<file path="config.mk">
export PLATFORM = sky130hd
export DESIGN_NAME = gpio_irq_bank
export DESIGN_NICKNAME = d
export VERILOG_FILES = /design/src/rtl/gpio_irq_bank.sv
export SDC_FILE = /design/constraint.sdc
export NUM_CORES = 1
export LEC_CHECK = 0
export BUFFER_PORTS_ARGS = -buffer_cell sky130_fd_sc_hd__buf_2
export CORE_ASPECT_RATIO = 2
export CORE_MARGIN = 4
export CORE_UTILIZATION = 41
export CTS_BUF_LIST = sky130_fd_sc_hd__clkbuf_8
export CTS_CLUSTER_DIAMETER = 120
export DETAILED_ROUTE_END_ITERATION = 6
export MAX_ROUTING_LAYER = met4
export PLACE_DENSITY = 0.63
export SLEW_MARGIN = 20
export SYNTH_ARGS = -nofsm -noshare
export SYNTH_HDL_FRONTEND = slang
export SYNTH_SLANG_ARGS = --single-unit
</file>
<file path="constraint.sdc">
create_clock -name clk -period 3.2 [get_ports clk]
set_input_delay 0.64 -clock clk [delete_from_list [all_inputs] [get_ports clk]]
set_output_delay 0.64 -clock clk [all_outputs]
set_load 0.01 [all_outputs]
</file>
<file path="src/rtl/gpio_irq_bank.sv">
module gpio_irq_bank #(
  parameter int NPIN = 16,
  parameter int AW   = 4
) (
  input  logic            clk,
  input  logic            rst_n,
  input  logic            reg_wr,
  input  logic [AW-1:0]   reg_addr,
  input  logic [NPIN-1:0] reg_wdata,
  output logic [NPIN-1:0] reg_rdata,
  input  logic [NPIN-1:0] pin_in,
  output logic [NPIN-1:0] pin_out,
  output logic [NPIN-1:0] pin_oe,
  output logic [NPIN-1:0] alt_sel,
  output logic            irq,
  output logic            wake
);
  localparam logic [AW-1:0] A_DIR = 0, A_OUT = 1, A_LVL = 2, A_ALT = 3, A_MSK = 4,
                            A_TRG = 5, A_EPL = 6, A_LPL = 7, A_STA = 8, A_SLP = 9;
  localparam logic [NPIN-1:0] ONES = '1;

  logic [NPIN-1:0] dir_r, out_r, alt_r, msk_r, trg_r, epl_r, lpl_r, sta_r, slp_r;
  logic [NPIN-1:0] sy1, sy2, prv;
  logic [NPIN-1:0] rise, fall, evt;

  assign rise = sy2 & ~prv;
  assign fall = ~sy2 & prv;
  assign evt  = (trg_r & ((epl_r & rise) | (~epl_r & fall)))
              | (~trg_r & ((lpl_r & sy2) | (~lpl_r & ~sy2)));

  always_ff @(posedge clk or negedge rst_n) begin
    if (!rst_n) begin
      sy1 <= '0; sy2 <= '0; prv <= '0;
    end else begin
      sy1 <= pin_in; sy2 <= sy1; prv <= sy2;
    end
  end

  always_ff @(posedge clk or negedge rst_n) begin
    if (!rst_n) begin
      dir_r <= '0; out_r <= '0; alt_r <= '0; msk_r <= ONES;
      trg_r <= ONES; epl_r <= ONES; lpl_r <= '0; slp_r <= ONES;
    end else if (reg_wr) begin
      case (reg_addr)
        A_DIR: dir_r <= reg_wdata;
        A_OUT: out_r <= reg_wdata;
        A_ALT: alt_r <= reg_wdata;
        A_MSK: msk_r <= reg_wdata;
        A_TRG: trg_r <= reg_wdata;
        A_EPL: epl_r <= reg_wdata;
        A_LPL: lpl_r <= reg_wdata;
        A_SLP: slp_r <= reg_wdata;
        default: ;
      endcase
    end
  end

  always_ff @(posedge clk or negedge rst_n) begin
    if (!rst_n) sta_r <= '0;
    else if (reg_wr && reg_addr == A_STA) sta_r <= (sta_r & reg_wdata) | evt;
    else sta_r <= sta_r | evt;
  end

  always_comb begin
    case (reg_addr)
      A_DIR:   reg_rdata = dir_r;
      A_OUT:   reg_rdata = out_r;
      A_LVL:   reg_rdata = sy2;
      A_ALT:   reg_rdata = alt_r;
      A_MSK:   reg_rdata = msk_r;
      A_TRG:   reg_rdata = trg_r;
      A_EPL:   reg_rdata = epl_r;
      A_LPL:   reg_rdata = lpl_r;
      A_STA:   reg_rdata = sta_r;
      A_SLP:   reg_rdata = slp_r;
      default: reg_rdata = '0;
    endcase
  end

  assign pin_out = out_r;
  assign pin_oe  = dir_r;
  assign alt_sel = alt_r;
  assign irq     = |(sta_r & ~msk_r);
  assign wake    = |(sta_r & ~slp_r);
endmodule

</file>
==> impl.org <==
** Run status
- Outcome :: finished, violations left
- The checks that failed: DRC.

** Power and ir drop
- Total power density per cell area :: roughly 600 mW/mm^2
- Maximum vdd ir drop :: ~0.00034 V
- Per report_power, the combinational group accounts for about a fifth of the total.
- Net switching fraction of the power :: 29.83%
- Cell internal power was estimated by the tool at approximately 0.0043 W.
- Clk pwr share :: roughly 25%
- Leakage Power :: around 4.4 nW
- For this design the total switching power over the nets is 0.001828 W.
- Registers are responsible for between 50 and 60% of the overall power.

** Cells and area
- Cells with a size suffix above 1 make up between 40% and 50% of the layout.
- Number of antenna diodes :: 0
- After routing the design area is between 0.01 and 0.015 mm^2.
- Registers take 0.004885 mm^2.
- The multi-input combinational cells in the finished layout cover a total of around 0.0035 mm^2.
- Measured on the finished design, the core utilization comes to 47.64%.
- Filler instances :: 1999
- Layout overhead on the synthesized area :: 14.35%
- Number of nets at the end of the flow :: between 800 and 900

** Worst setup path
- Worst setup path category :: input pin to output pin
- Crit path max fanout :: 20
- Required @ worst endpoint :: between 2000 and 3000 ps
- Critical path launch point type :: input pin
- STA classifies the critical path endpoint as an output pin.
- The worst register-to-register path has a depth of 3.
- CP Data Arrival Time :: 2350 ps

** Place
- Once placement finished, the instance area stood at ~0.0096 mm^2.
- Detailed placement ended at an HPWL of around 17 mm.
- Final weighted congestion in routability-driven placement :: between 0.8 and 0.9
- Buffers placed on the I/O ports in this run total ~100.

** Floorplanning
- Die span in y :: 214.7 um
- The floorplan step defined a die boundary enclosing about 0.024 mm^2.
- Once the floorplan was initialized, standard cells occupied a little over two fifths of the core.
- Floorplan die width :: ~110 um
- Number of rows created at floorplan :: 75
- Floorplan core area :: about 0.021 mm^2
- During I/O placement, the number of pins put on the boundary was approximately 110.

** GRT
- Number of antenna violations at the first check in global routing :: 0
- Across every metal layer, demand over resource in global routing totals about a fifth.
- The number of global-route vias before repair came to ~6500.
- Summed over all layers, the global routing overflow is 0.
- Entering global routing, the biggest net connects between 80 and 90 pins.
- First-pass GRT wire length :: roughly 38 mm

** Logic synthesis
- The synthesized design contains 0 enable-type register cells.
- In this run, synthesis produced a sequential element count of 192.
- Main synth FF type :: sky130_fd_sc_hd__dfrtp_1
- The number of different library cells used by synthesis comes to 52.
- Sequential cells were found to cover around 56% of the synthesized design area.
- Mean area per synthesized cell :: 13.15 um^2
- Async set-reset flop share out of synthesis :: 100.0%
- Synthesis produced a netlist whose cell count is about 670.
- When the netlist entered floorplanning its net count stood at about 700.
- During synthesis, Yosys emitted a total of 0 warnings.
- Netlist area before placement :: 0.008757 mm^2

** Detailed routing
- Remaining antenna violation count after routing :: 0
- Wire length per cell :: about 23 um
- First-pass iteration count of the detailed router :: 7
- Wirelength, routed :: between 20 and 25 mm
- After detailed routing, the number of remaining DRC violations is 5.
- Summing over every cut layer, the via total after detailed routing is between 6000 and 7000.
- The first routing iteration left 412 violations.
- Detailed-route vias per instance :: 5.834

** CTS
- Counting every sink on the clock net gives roughly 190.
- The number of hold buffers added after CTS was 0.
- Clock-pin slew was measured on the worst setup and hold paths at 90 ps.
- Counting the buffers created by CTS gives 17.
- Clock tree from TritonCTS :: built
- Maximum clock insertion buffer count :: 2
- The H-tree was split into 4 levels.
- The clock reaches the later pin of the worst-skew pair after ~490 ps.
- After clock tree synthesis, the setup repair step added 0 buffers.
- Resized Gates After CTS :: 0
- CTS placed an instance of sky130_fd_sc_hd__clkbuf_8 at the clock tree root.

** STA
- RSZ-0062 raised after global routing :: false
- The number of failing hold endpoints at the final stage was 0.
- Shortest clock period the worst path allows after layout :: around 3000 ps
- Total setup violations reported at the end of the flow :: 0
- For the pin with the worst max-slew slack, the measured transition is around 680 ps.
- Tightest slew margin relative to the limit :: between 50 and 60%
- Max frequency :: around 0.33 GHz
- For the final routed database, the setup TNS stands at 0 ps.
- Crit share post-route :: approximately 93%
- Clock skew after layout :: between 9 and 10 ps
- Final max-slew violation count :: 0

** Worst hold path
- In this run the worst hold path is classified as input pin to asynchronous set/reset pin.

** Flow run
- The tool flagged a number of max-cap violations equal to 0.
[state kept, by name (all words and copies together) (netlist names)]
signal / cells
trg_r: 16
lpl_r: 16
pin_oe: 16
prv: 16
msk_r: 16
pin_out: 16
epl_r: 16
sy1: 16
alt_sel: 16
sta_r: 16
sy2: 16
slp_r: 16
[layout make-up]
cell class                 instances  area share [%]
sequential                       192           48.78
multi-input combinational        416           35.29
timing repair buffer             135           7.860
tap                              269           3.361
clock buffer                      17           2.337
clock inverter                    14           1.437
inverter                          25          0.9371
[cell families (layout without fill, tap and decap cells)]
family | Yosys count | in the layout | synth area share, %
xor+xnor | 16 | 16 | 1.600
simple gates | 114 | 114 | 7.687
buf+inv | 58 | 191 | 3.872
compound gates | 138 | 138 | 11.72
flops | 192 | 192 | 55.78
mux | 148 | 148 | 19.35
[layout by cell type, fill, tap and decap left out, types with 2 or more instances in the layout]
| cell type | instances |
|---|---|
| sky130_fd_sc_hd__dfrtp_1 | 128 |
| sky130_fd_sc_hd__mux2_2 | 126 |
| sky130_fd_sc_hd__buf_2 | 103 |
| sky130_fd_sc_hd__dfstp_2 | 64 |
| sky130_fd_sc_hd__o21ai_0 | 37 |
| sky130_fd_sc_hd__nand2_1 | 31 |
| sky130_fd_sc_hd__buf_4 | 29 |
| sky130_fd_sc_hd__inv_1 | 26 |
| sky130_fd_sc_hd__nor2_1 | 25 |
| sky130_fd_sc_hd__a222oi_1 | 22 |
| sky130_fd_sc_hd__o211ai_1 | 22 |
| sky130_fd_sc_hd__clkbuf_8 | 18 |
| sky130_fd_sc_hd__xor2_1 | 16 |
| sky130_fd_sc_hd__nor3b_1 | 16 |
| sky130_fd_sc_hd__a22o_1 | 15 |
| sky130_fd_sc_hd__a221oi_1 | 11 |
| sky130_fd_sc_hd__o22ai_1 | 11 |
| sky130_fd_sc_hd__mux2_4 | 10 |
| sky130_fd_sc_hd__mux2i_1 | 8 |
| sky130_fd_sc_hd__nand3_1 | 8 |
| sky130_fd_sc_hd__a22oi_1 | 8 |
| sky130_fd_sc_hd__nor2b_1 | 5 |
| sky130_fd_sc_hd__nand3b_1 | 4 |
| sky130_fd_sc_hd__nand2_2 | 4 |
| sky130_fd_sc_hd__mux2_1 | 4 |
| sky130_fd_sc_hd__a211o_1 | 3 |
| sky130_fd_sc_hd__clkinvlp_4 | 3 |
| sky130_fd_sc_hd__clkinv_4 | 3 |
| sky130_fd_sc_hd__and4bb_2 | 2 |
| sky130_fd_sc_hd__a32o_1 | 2 |
| sky130_fd_sc_hd__a31oi_1 | 2 |
| sky130_fd_sc_hd__nor4b_4 | 2 |
| sky130_fd_sc_hd__or3_1 | 2 |
| sky130_fd_sc_hd__o32ai_1 | 2 |
| sky130_fd_sc_hd__nor2_2 | 2 |
| sky130_fd_sc_hd__nand4_1 | 2 |
| sky130_fd_sc_hd__inv_6 | 2 |
| sky130_fd_sc_hd__bufinv_16 | 2 |
| sky130_fd_sc_hd__clkinv_2 | 2 |
| sky130_fd_sc_hd__buf_12 | 2 |
[worst max-delay path: stages]
cell and delay [ps]:
sky130_fd_sc_hd__buf_2 430, sky130_fd_sc_hd__buf_4 310, sky130_fd_sc_hd__nor2b_1 300, sky130_fd_sc_hd__o2bb2ai_1 160, sky130_fd_sc_hd__a221oi_1 90, sky130_fd_sc_hd__o311ai_0 170
sky130_fd_sc_hd__buf_2 230
[routing by layer]
metal	vias to the layer above	global-route usage [%]	share of wire, %	wire (um)
met2	247	34.22	50	12200
li1	2727	-	-	-
met4	0	12.71	5.8	1402
met5	-	-	0	0
met1	3173	24.14	38	9236
met3	84	4.970	5.8	1414
[power groups by stage]
| stage | Combinational (W) | Sequential [W] | Clock, W |
|---|---|---|---|
| floorplan | 0.000700 | 0.00335 | 0 |
| finish | 0.00118 | 0.00340 | 0.00155 |
| global route | 0.00130 | 0.00346 | 0.00170 |
| global placement | 0.00116 | 0.00343 | 0 |
| CTS | 0.00119 | 0.00339 | 0.00160 |
| detailed placement | 0.00119 | 0.00344 | 0 |
[synth_stat cells (9+ instances only)]
library cell | number | area, um^2
sky130_fd_sc_hd__nand2_1 | 31 | 116.4
sky130_fd_sc_hd__a222oi_1 | 22 | 220.2
sky130_fd_sc_hd__mux2_4 | 10 | 150.1
sky130_fd_sc_hd__o211ai_1 | 22 | 165.2
sky130_fd_sc_hd__nor2_1 | 25 | 93.84
sky130_fd_sc_hd__xor2_1 | 16 | 140.1
sky130_fd_sc_hd__inv_1 | 24 | 90.09
sky130_fd_sc_hd__a22o_1 | 15 | 131.4
sky130_fd_sc_hd__nor3b_1 | 16 | 120.1
sky130_fd_sc_hd__o22ai_1 | 11 | 68.82
sky130_fd_sc_hd__dfrtp_1 | 128 | 3203
sky130_fd_sc_hd__mux2_2 | 126 | 1419
sky130_fd_sc_hd__o21ai_0 | 37 | 185.2
sky130_fd_sc_hd__buf_4 | 9 | 67.56
sky130_fd_sc_hd__dfstp_2 | 64 | 1682
sky130_fd_sc_hd__a221oi_1 | 11 | 96.34
[worst paths after layout]
check,slack (ps),to,startpoint
setup / recovery,210,reg_rdata[12],reg_addr[0]
hold / removal,90,sy1[3],rst_n
setup reg to reg,2160,sta_r[2],epl_r[2]
hold reg to reg,350,sy2[0],sy1[0]
max in group asynchronous,2320,msk_r[14],rst_n
min in group clk,250,sy1[4],pin_in[4]
[metrics by stage]
stage | total power, W | hold slack (ps) | worst slack [ps] | std cells
floorplan | 0.004053 | 331.2 | 739.8 | 666
global placement | 0.004598 | 332.3 | 272.3 | 1037
detailed placement | 0.004626 | 335.6 | 226.4 | 1037
CTS | 0.006185 | 65.26 | 224.4 | 1068
global route | 0.006462 | 87.91 | 149.1 | 1068
finish | 0.006129 | 85.16 | 211.8 | 1068
No activity file was read; power rests on OpenSTA's default activity.
